===== src/rtl/rwin_pkg.sv =====
package rwin_pkg;

    localparam int ARCH_W = 5;
    localparam int SUM_W  = ARCH_W + 3;

    typedef enum logic [2:0] {
        CLS_GLB  = 3'd0,
        CLS_SHR  = 3'd1,
        CLS_LOC  = 3'd2,
        CLS_DEP  = 3'd3,
        CLS_NONE = 3'd4
    } reg_cls_e;

    typedef struct packed {
        reg_cls_e            cls;
        logic [ARCH_W-1:0]   slot;
    } cls_hit_t;

    typedef struct packed {
        logic [ARCH_W-1:0] n_glb;
        logic [ARCH_W-1:0] n_shr;
        logic [ARCH_W-1:0] n_loc;
    } win_sizes_t;

    function automatic logic [SUM_W-1:0] widen(input logic [ARCH_W-1:0] v);
        return SUM_W'(v);
    endfunction

    function automatic logic is_readonly_cls(input reg_cls_e c);
        return (c == CLS_GLB) || (c == CLS_DEP);
    endfunction

endpackage


===== src/rtl/rwin_classify.sv =====
module rwin_classify
    import rwin_pkg::*;
#(
    parameter int ARCH_LIMIT = 31
) (
    input  logic [ARCH_W-1:0] arch_idx,
    input  win_sizes_t        sz,
    output cls_hit_t          hit,
    output logic              size_err
);
    localparam logic [SUM_W-1:0] LIMIT = SUM_W'(ARCH_LIMIT);

    logic [SUM_W-1:0] g_end, s_end, l_end, d_end, idx;

    always_comb begin
        g_end    = widen(sz.n_glb);
        s_end    = g_end + widen(sz.n_shr);
        l_end    = s_end + widen(sz.n_loc);
        d_end    = l_end + widen(sz.n_shr);
        idx      = widen(arch_idx);
        size_err = (d_end > LIMIT);
        hit.cls  = CLS_NONE;
        hit.slot = '0;
        if (size_err || idx >= LIMIT) begin
            hit.cls = CLS_NONE;
        end else if (idx < g_end) begin
            hit.cls  = CLS_GLB;
            hit.slot = arch_idx;
        end else if (idx < s_end) begin
            hit.cls  = CLS_SHR;
            hit.slot = ARCH_W'(idx - g_end);
        end else if (idx < l_end) begin
            hit.cls  = CLS_LOC;
            hit.slot = ARCH_W'(idx - s_end);
        end else if (idx < d_end) begin
            hit.cls  = CLS_DEP;
            hit.slot = ARCH_W'(idx - l_end);
        end
    end

endmodule


===== src/rtl/rwin_addr_gen.sv =====
module rwin_addr_gen
    import rwin_pkg::*;
#(
    parameter int PHYS_W = 10
) (
    input  cls_hit_t          hit,
    input  logic              first_thread,
    input  logic [ARCH_W-1:0] n_shr,
    input  logic [ARCH_W-1:0] glb_ofs,
    input  logic [ARCH_W-1:0] shr_ofs,
    input  logic [PHYS_W-1:0] win_base,
    input  logic [PHYS_W-1:0] pred_base,
    input  logic [PHYS_W-1:0] parent_loc_base,
    output logic [PHYS_W-1:0] phys
);
    logic [PHYS_W-1:0] slot_w;

    always_comb begin
        slot_w = PHYS_W'(hit.slot);
        unique case (hit.cls)
            CLS_GLB: phys = parent_loc_base + PHYS_W'(glb_ofs) + slot_w;
            CLS_SHR: phys = win_base + slot_w;
            CLS_LOC: phys = win_base + PHYS_W'(n_shr) + slot_w;
            CLS_DEP: phys = first_thread
                          ? parent_loc_base + PHYS_W'(shr_ofs) + slot_w
                          : pred_base + slot_w;
            default: phys = '0;
        endcase
    end

endmodule


===== src/rtl/rwin_guard.sv =====
module rwin_guard
    import rwin_pkg::*;
(
    input  reg_cls_e cls,
    input  logic     is_write,
    output logic     fault,
    output logic     unmapped
);
    always_comb begin
        fault    = is_write && is_readonly_cls(cls);
        unmapped = (cls == CLS_NONE);
    end

endmodule


===== src/rtl/rwin_mapper.sv =====
module rwin_mapper
    import rwin_pkg::*;
#(
    parameter int PHYS_W     = 10,
    parameter int ARCH_LIMIT = 31
) (
    input  logic              clk,
    input  logic              rst,
    input  logic              req_valid,
    input  logic [4:0]        arch_idx,
    input  logic              is_write,
    input  logic              first_thread,
    input  logic [4:0]        n_glb,
    input  logic [4:0]        n_shr,
    input  logic [4:0]        n_loc,
    input  logic [4:0]        glb_ofs,
    input  logic [4:0]        shr_ofs,
    input  logic [PHYS_W-1:0] win_base,
    input  logic [PHYS_W-1:0] pred_base,
    input  logic [PHYS_W-1:0] parent_loc_base,
    output logic              rsp_valid,
    output logic [PHYS_W-1:0] phys_addr,
    output logic [2:0]        reg_class,
    output logic              unmapped,
    output logic              access_fault,
    output logic              size_err
);
    win_sizes_t        sizes;
    cls_hit_t          hit;
    logic              serr_d, fault_d, unm_d;
    logic [PHYS_W-1:0] addr_d;

    assign sizes = '{n_glb: n_glb, n_shr: n_shr, n_loc: n_loc};

    rwin_classify #(.ARCH_LIMIT(ARCH_LIMIT)) u_cls (
        .arch_idx (arch_idx),
        .sz       (sizes),
        .hit      (hit),
        .size_err (serr_d)
    );

    rwin_addr_gen #(.PHYS_W(PHYS_W)) u_addr (
        .hit             (hit),
        .first_thread    (first_thread),
        .n_shr           (n_shr),
        .glb_ofs         (glb_ofs),
        .shr_ofs         (shr_ofs),
        .win_base        (win_base),
        .pred_base       (pred_base),
        .parent_loc_base (parent_loc_base),
        .phys            (addr_d)
    );

    rwin_guard u_guard (
        .cls      (hit.cls),
        .is_write (is_write),
        .fault    (fault_d),
        .unmapped (unm_d)
    );

    always_ff @(posedge clk) begin
        if (rst || !req_valid) begin
            rsp_valid    <= 1'b0;
            phys_addr    <= '0;
            reg_class    <= CLS_NONE;
            unmapped     <= 1'b0;
            access_fault <= 1'b0;
            size_err     <= 1'b0;
        end else begin
            rsp_valid    <= 1'b1;
            phys_addr    <= addr_d;
            reg_class    <= hit.cls;
            unmapped     <= unm_d;
            access_fault <= fault_d;
            size_err     <= serr_d;
        end
    end


    fault_class_chk: assert property (@(posedge clk) disable iff (rst)
        access_fault |-> (reg_class == CLS_GLB || reg_class == CLS_DEP));


    fault_write_chk: assert property (@(posedge clk) disable iff (rst)
        access_fault |-> $past(is_write));


    unmapped_quiet_chk: assert property (@(posedge clk) disable iff (rst)
        unmapped |-> (phys_addr == '0 && !access_fault && reg_class == CLS_NONE));


    size_err_unmapped_chk: assert property (@(posedge clk) disable iff (rst)
        size_err |-> unmapped);


    shared_window_chk: assert property (@(posedge clk) disable iff (rst)
        (rsp_valid && reg_class == CLS_SHR) |->
            ((phys_addr - $past(win_base)) < PHYS_W'($past(n_shr))));


    idle_quiet_chk: assert property (@(posedge clk) disable iff (rst)
        !rsp_valid |-> (phys_addr == '0 && !access_fault && !unmapped && !size_err));

endmodule


===== config.mk =====
export PLATFORM = sky130hd
export DESIGN_NAME = rwin_mapper
export DESIGN_NICKNAME = d
export VERILOG_FILES = /design/src/rtl/rwin_pkg.sv /design/src/rtl/rwin_classify.sv /design/src/rtl/rwin_addr_gen.sv /design/src/rtl/rwin_guard.sv /design/src/rtl/rwin_mapper.sv
export SDC_FILE = /design/constraint.sdc
export NUM_CORES = 1
export LEC_CHECK = 0
export BUFFER_PORTS_ARGS = -buffer_cell sky130_fd_sc_hd__buf_2
export CELL_PAD_IN_SITES_DETAIL_PLACEMENT = 1
export CELL_PAD_IN_SITES_GLOBAL_PLACEMENT = 2
export CORE_MARGIN = 2
export CORE_UTILIZATION = 34
export CTS_BUF_LIST = sky130_fd_sc_hd__clkbuf_8
export CTS_CLUSTER_SIZE = 40
export DETAILED_ROUTE_END_ITERATION = 7
export PLACE_DENSITY = 0.88
export SLEW_MARGIN = 15
export SYNTH_ARGS = -nofsm -noshare
export SYNTH_HDL_FRONTEND = slang
export SYNTH_HIERARCHICAL = 1
export SYNTH_SLANG_ARGS = --single-unit

===== constraint.sdc =====
create_clock -name clk -period 9.6 [get_ports clk]
set_input_delay 0.96 -clock clk [delete_from_list [all_inputs] [get_ports clk]]
set_output_delay 0.96 -clock clk [all_outputs]
set_load 0.01 [all_outputs]

==> impl_summary.txt, run 1 <==
----------------------------------------------------
[Clock network]
  CTS sink count ... 17
  Total of hold buffers inserted after clock tree synthesis ... 0
  Clock transition at the registers of the reported paths ... 60 ps
  CTS tree ... yes
  Number of buffers between clock root and the deepest sink ... 2
  Buffer cell driving the clock tree root ... sky130_fd_sc_hd__clkbuf_8
  H-tree levels ... 1
  Count of cells resized by post-cts repair ... 0
  Postcts setup bufs ... 0
  Number of buffers created by CTS ... 3

[Place]
  Number of placed instances with taps included ... 691
  Sum of net half-perimeters after detailed placement ... 11100 um
  Routability congestion estimate ... 0.844
  Number of buffers inserted by port buffering ... 81

[Global routing]
  Congestion Overflow GR ... 0
  Pin count of the biggest net entering global routing ... 18
  Gr busiest metal ... met2
  Met1 layer usage reported by global route ... 0.255
  Global routing usage summed across all routing layers ... 0.203
  Wire length of the first global-routing pass ... 20800 um
  Grt met3 use ... 0.00810
  Number of antenna violations at the first check in global routing ... 0
  Met2 routing resource usage after global routing ... 0.394
  Vias in the first global route ... 4095

[Pwr]
  NetSw ... 0.473 mW
  Proportion of power drawn by flip-flops and latches ... 0.090
  Internal power ... 0.429 mW
  Sum of internal, switching and leakage power ... 0.902 mW
  Static power due to leakage ... 2.22 nW
  Share of total power consumed by net switching ... 0.524
  Total power per unit cell area ... 196 mW/mm^2
  Gate power share ... 0.855
  Highest ir drop seen on vdd ... 0.106 mV
  Power share of the clock group ... 0.055

[Routing]
  DR vias ... 3804
  Antenna Nets Post-Route ... 0
  Final routed DRC violation total ... 0
  Detailed Routing Iterations Pass 1 ... 4
  Via/cell ratio ... 5.47
  Routed WL ... 12500 um
  Post-detailed-route wirelength per cell ... 18.0 um
  Detailed router's first-iteration violation count ... 120

[Worst setup path]
  Maximum net fanout on the critical path ... 6
  Count of buffering cells on the critical path with inverters included ... 2
  Type of element launching the critical path ... input pin
  Critical Path Max Stage Delay ... 720 ps
  CP Data Arrival Time ... 8010 ps
  Required time worst endpoint ... 9740 ps
  Kind of critical path ... input pin to register
  Crit path capture type ... register
  CP max stage cell ... sky130_fd_sc_hd__nor3_1
  Cell family contributing the most delay on the critical path ... adder cells

[Timing]
  Headroom to the max-slew limit ... 0.353
  Final sum of negative setup slack ... 0 ps
  RSZ-0062 raised after global routing ... no
  Slew of the pin with the lowest slew margin ... 966 ps
  Final setup vio count ... 0
  Maximum clock frequency ... 127 MHz
  Min cycle time layout ... 7870 ps
  Final Hold Vio Count ... 0
  Max Transition Viols Final ... 0
  Post-route fraction of the period consumed by the critical path ... 0.820

[Status]
  Result of the run ... complete, no violations

[Floorplan]
  Effective utilization at floorplan ... 0.350
  Placeable core area ... 0.0114 sq mm
  Die W ... 112 um
  I/O Pins ... 82
  Cell Rows ... 39
  Die Outline Area ... 0.0126 sq mm
  Die boundary height ... 112 um

[Logic synthesis]
  Cell Area, Synth ... 0.00399 sq mm
  Post-synth EDFFs ... 0
  Number of nets in the synthesized netlist ... 623
  Area share of the largest cell type after synthesis ... 0.188
  Main area contributors after synthesis ... sky130_fd_sc_hd__ha_1, sky130_fd_sc_hd__fa_1, sky130_fd_sc_hd__dfxtp_1
  Number of distinct library cells after synthesis ... 67
  Fraction of the yosys area taken by sequential cells ... 0.0853
  Ys async rst share ... 0
  Cell type contributing the most total cell area after synthesis ... sky130_fd_sc_hd__ha_1
  Synthesis-stage register bit count ... 17
  Average footprint of a synthesized cell ... 8.46 sq um
  Post-Synthesis Cells ... 472
  Primary flip-flop cell chosen by synthesis mapping ... sky130_fd_sc_hd__dfxtp_1
  Yosys warning count ... 6

[Cells and area]
  Post-synthesis to final-layout area growth ... 15.0%
  Commonest cells after routing, fill and taps aside ... sky130_fd_sc_hd__buf_2, sky130_fd_sc_hd__ha_1, sky130_fd_sc_hd__inv_1
  Most frequent standard cell in the layout excluding fill and tap cells ... sky130_fd_sc_hd__buf_2
  Final layout net count ... 704
  Final std cells w/o fill ... 695
  Layout cells sized above 1 ... 0.190
  Number of antenna diodes ... 0

[Min path]
  Worst hold-check path type ... input pin to register

[Job]
  Maximum capacitance violations ... 0

----------------------------------------------------
## cell type report
| cell class | count | area, sq um |
|---|---|---|
| Clock buffer | 3 | 41.3 |
| Clock inverter | 1 | 3.75 |
| Fill cell | 1416 | 6830 |
| Inverter | 43 | 161 |
| Multi-Input combinational cell | 406 | 3450 |
| Sequential cell | 17 | 340 |
| Tap cell | 143 | 179 |
| Timing Repair Buffer | 82 | 413 |
## metrics by stage
stage / util / hold WS [ps] / area [sq um] / setup slack, ps
floorplan: - / 1060 / 3990 / 2400
global placement: 0.398 / 1280 / 4550 / 1740
detailed placement: 0.398 / 1320 / 4550 / 1520
CTS: 0.402 / 1050 / 4590 / 1770
global route: 0.402 / 1070 / 4590 / 1210
finish: 0.402 / 1050 / 4590 / 1730
## flip-flops by register name (all words and copies together), names as in the netlist
name          flops
phys_addr        10
reg_class         3
access_fault      1
rsp_valid         1
size_err          1
unmapped          1
## layer usage
metal  routed length, um  part of all wire
met5                   0                 0
met4                 118            0.0094
met3                 342             0.027
met2                6690              0.53
met1                5390              0.43
## cells in the mapped netlist (7+ instances only)
cell type                   number
sky130_fd_sc_hd__a211oi_1       12
sky130_fd_sc_hd__a21o_1         16
sky130_fd_sc_hd__a21oi_1        35
sky130_fd_sc_hd__and3b_1        16
sky130_fd_sc_hd__dfxtp_1        17
sky130_fd_sc_hd__fa_1           26
sky130_fd_sc_hd__ha_1           60
sky130_fd_sc_hd__inv_1          43
sky130_fd_sc_hd__nand2_1        20
sky130_fd_sc_hd__nand3_1        15
sky130_fd_sc_hd__nor2_1         28
sky130_fd_sc_hd__nor2b_1        10
sky130_fd_sc_hd__nor3_1          9
sky130_fd_sc_hd__o2111ai_1       7
sky130_fd_sc_hd__o21a_1          7
sky130_fd_sc_hd__o21ai_0        21
sky130_fd_sc_hd__o21ai_1        12
sky130_fd_sc_hd__xnor2_1        26
sky130_fd_sc_hd__xor2_1         10
## path summary, 6_finish.rpt
path	start	endpoint	slack (ps)	cells after the start
max	n_shr[0]	phys_addr[9]$_SDFF_PP0_	1730	25
min	rst	rsp_valid$_DFF_P_	1050	2
## logic make-up (layout without fill, tap and decap cells)
family | count (synthesis) | in the layout | synth area share
mux | 5 | 5 | 0.0157
flops | 17 | 17 | 0.0853
simple gates | 125 | 125 | 0.181
buf+inv | 49 | 129 | 0.0495
fa+ha+maj | 86 | 86 | 0.318
xor+xnor | 36 | 36 | 0.0790
compound gates | 154 | 154 | 0.271
## power by group through the flow
stage	logic (mW)	clock network (mW)	registers, mW
finish	0.771	0.0498	0.0811
global route	0.861	0.0558	0.0821
CTS	0.771	0.0523	0.0813
detailed placement	0.763	0	0.0828
global placement	0.748	0	0.0825
floorplan	0.553	0	0.0880
Power figures use the tool's default switching activity.
==> run 2: changes to the inputs <==
Settings changed: ABC_AREA set to 1, CORE_UTILIZATION 34 to 32, PLACE_DENSITY 0.88 to 0.89.
Clock period 9.6 ns to 8.1 ns, I/O delays scaled along.
==> impl_summary.txt, run 2 <==
----------------------------------------------------
[Status]
  Result of the run ... complete, no violations

[Routing]
  Routed WL ... 15000 um
  Detailed router's first-iteration violation count ... 189
  Final routed DRC violation total ... 0
  Detailed Routing Iterations Pass 1 ... 5
  Metal-1 WL ... 6540 um
  Met2 Routed Length ... 7780 um
  Post-detailed-route wirelength per cell ... 15.9 um
  Via/cell ratio ... 4.98
  DR vias ... 4720
  Routed wire length on met3 ... 414 um
  Top layer used by detailed routing ... met4
  Antenna Nets Post-Route ... 0

[Timing]
  Min cycle time layout ... 6710 ps
  RSZ-0062 raised after global routing ... no
  Post-route fraction of the period consumed by the critical path ... 0.828
  Final sum of negative setup slack ... 0 ps
  Final Hold Vio Count ... 0
  Slew of the pin with the lowest slew margin ... 750 ps
  Max Transition Viols Final ... 0
  Maximum clock frequency ... 149 MHz
  Worst setup margin ... 1390 ps
  Headroom to the max-slew limit ... 0.496
  Final setup vio count ... 0

[Worst setup path]
  CP Data Arrival Time ... 6860 ps
  Cell repeated most along the worst path ... sky130_fd_sc_hd__nand2_1
  CP max stage cell ... sky130_fd_sc_hd__fa_1
  Critical Path Max Stage Delay ... 500 ps
  Required time worst endpoint ... 8260 ps
  Type of element launching the critical path ... input pin
  Maximum net fanout on the critical path ... 7
  Crit path launch ... n_shr[0]
  Crit path capture type ... register
  Kind of critical path ... input pin to register

[Floorplan]
  Placeable core area ... 0.0138 sq mm
  I/O Pins ... 82
  Effective utilization at floorplan ... 0.326
  Cell Rows ... 43
  Die W ... 122 um
  Die boundary height ... 122 um
  Die Outline Area ... 0.0150 sq mm

[Clock network]
  H-tree levels ... 1
  Postcts setup bufs ... 0
  CTS tree ... yes
  Buffer cell driving the clock tree root ... sky130_fd_sc_hd__clkbuf_8
  CTS sink count ... 17
  Number of buffers created by CTS ... 3
  Clock transition at the registers of the reported paths ... 80 ps
  Count of cells resized by post-cts repair ... 0
  Number of buffers between clock root and the deepest sink ... 2
  Total of hold buffers inserted after clock tree synthesis ... 0

[Global routing]
  Congestion Overflow GR ... 0
  Vias in the first global route ... 5082
  Global routing usage summed across all routing layers ... 0.207
  Number of antenna violations at the first check in global routing ... 0
  Pin count of the biggest net entering global routing ... 16
  Wire length of the first global-routing pass ... 24500 um

[Cells and area]
  Filler cell count in the final layout ... 1854
  Number of flip-flops under the largest register name ... 10
  Most frequent standard cell in the layout excluding fill and tap cells ... sky130_fd_sc_hd__nand2_1
  Largest register by flop count ... phys_addr
  Number of antenna diodes ... 0
  Registers with the most flip-flops ... phys_addr: 10 flops, reg_class: 3 flops
  Layout cells sized above 1 ... 0.199
  Commonest cells after routing, fill and taps aside ... sky130_fd_sc_hd__nand2_1, sky130_fd_sc_hd__inv_1, sky130_fd_sc_hd__buf_2
  Final layout net count ... 920
  Post-synthesis to final-layout area growth ... 14.1%

[Logic synthesis]
  Cell Area, Synth ... 0.00449 sq mm
  Yosys warning count ... 6
  Leading cell types by count after synthesis ... sky130_fd_sc_hd__nand2_1, sky130_fd_sc_hd__inv_1, sky130_fd_sc_hd__nand3_1
  Ys async rst share ... 0
  Cell type contributing the most total cell area after synthesis ... sky130_fd_sc_hd__ha_1
  Primary flip-flop cell chosen by synthesis mapping ... sky130_fd_sc_hd__dfxtp_1
  Average footprint of a synthesized cell ... 6.52 sq um
  Number of distinct library cells after synthesis ... 47
  Post-Synthesis Cells ... 688
  Synthesis-stage register bit count ... 17
  Number of nets in the synthesized netlist ... 839
  Area share of the largest cell type after synthesis ... 0.167
  Main area contributors after synthesis ... sky130_fd_sc_hd__ha_1, sky130_fd_sc_hd__nand2_1, sky130_fd_sc_hd__fa_1
  Top-count cell post-synth ... sky130_fd_sc_hd__nand2_1
  Fraction of the yosys area taken by sequential cells ... 0.0759
  Post-synth EDFFs ... 0

[Pwr]
  Gate power share ... 0.847
  NetSw ... 0.600 mW
  Proportion of power drawn by flip-flops and latches ... 0.091
  Total power per unit cell area ... 206 mW/mm^2
  Power share of the clock group ... 0.062
  Share of total power consumed by net switching ... 0.570
  Highest ir drop seen on vdd ... 0.0711 mV
  Internal power ... 0.454 mW
  Static power due to leakage ... 2.76 nW

[Min path]
  Hold Path Origin ... rst
  Worst hold-check path type ... input pin to register

[Job]
  Maximum capacitance violations ... 0

[Place]
  Routability congestion estimate ... 0.875
  Number of buffers inserted by port buffering ... 81
  Sum of net half-perimeters after detailed placement ... 13200 um
  Worst-case setup slack after placement ... 1110 ps

----------------------------------------------------
[run 2: area by class of cell]
type                       count  area [sq um]  share of cell area
multi-input combinational    550          3660               0.715
inverter                     116           442              0.0863
timing repair buffer          81           405              0.0792
sequential                    17           340              0.0665
tap                          180           225              0.0440
clock buffer                   3          41.3             0.00807
clock inverter                 1          3.75            0.000733
[run 2: worst paths after layout]
check / end / slack [ps] / depth (start not counted)
worst min-delay path: rsp_valid$_DFF_P_ / 740 / 2
worst max-delay path: phys_addr[7]$_SDFF_PP0_ / 1390 / 34
[run 2: worst max-delay path, delay by kind of cell]
family,cells,cell delay [ps]
AOI/OAI and AO/OA,2,630
xor gates and xnor gates,2,380
adders and majority gates,8,2850
buffers and inverters,2,230
and+or+nand+nor,20,1960
[run 2: per-layer routing]
layer,track usage,vias up
met1,0.255,2246
met5,0,-
met4,0.0496,0
met2,0.390,78
met3,0.0112,21
li1,-,2375
[run 2: per-stage QoR]
stage	hold WS [ps]	instance area [sq um]	instances	utilization	power (mW)
finish	744	5120	948	0.372	1.05
global route	750	5120	948	0.372	1.18
CTS	736	5120	948	0.372	1.06
detailed placement	1010	5070	944	0.368	0.988
global placement	997	5070	944	0.368	0.956
floorplan	893	4490	688	-	0.756
[run 2: logic make-up (layout without fill, tap and decap cells)]
group,count (synthesis),in the layout,synth area share
fa+ha+maj,86,86,0.283
flops,17,17,0.0759
simple gates,364,364,0.389
compound gates,82,82,0.109
buf+inv,121,201,0.108
xor+xnor,18,18,0.0351
[run 2: power by group through the flow]
stage	Combinational [mW]	Sequential (mW)	Clock, mW
after global placement	0.858	0.0975	0
after detailed placement	0.890	0.0981	0
after CTS	0.896	0.0961	0.0687
after floorplan	0.653	0.103	0
after global routing	1.01	0.0966	0.0732
final	0.893	0.0958	0.0654
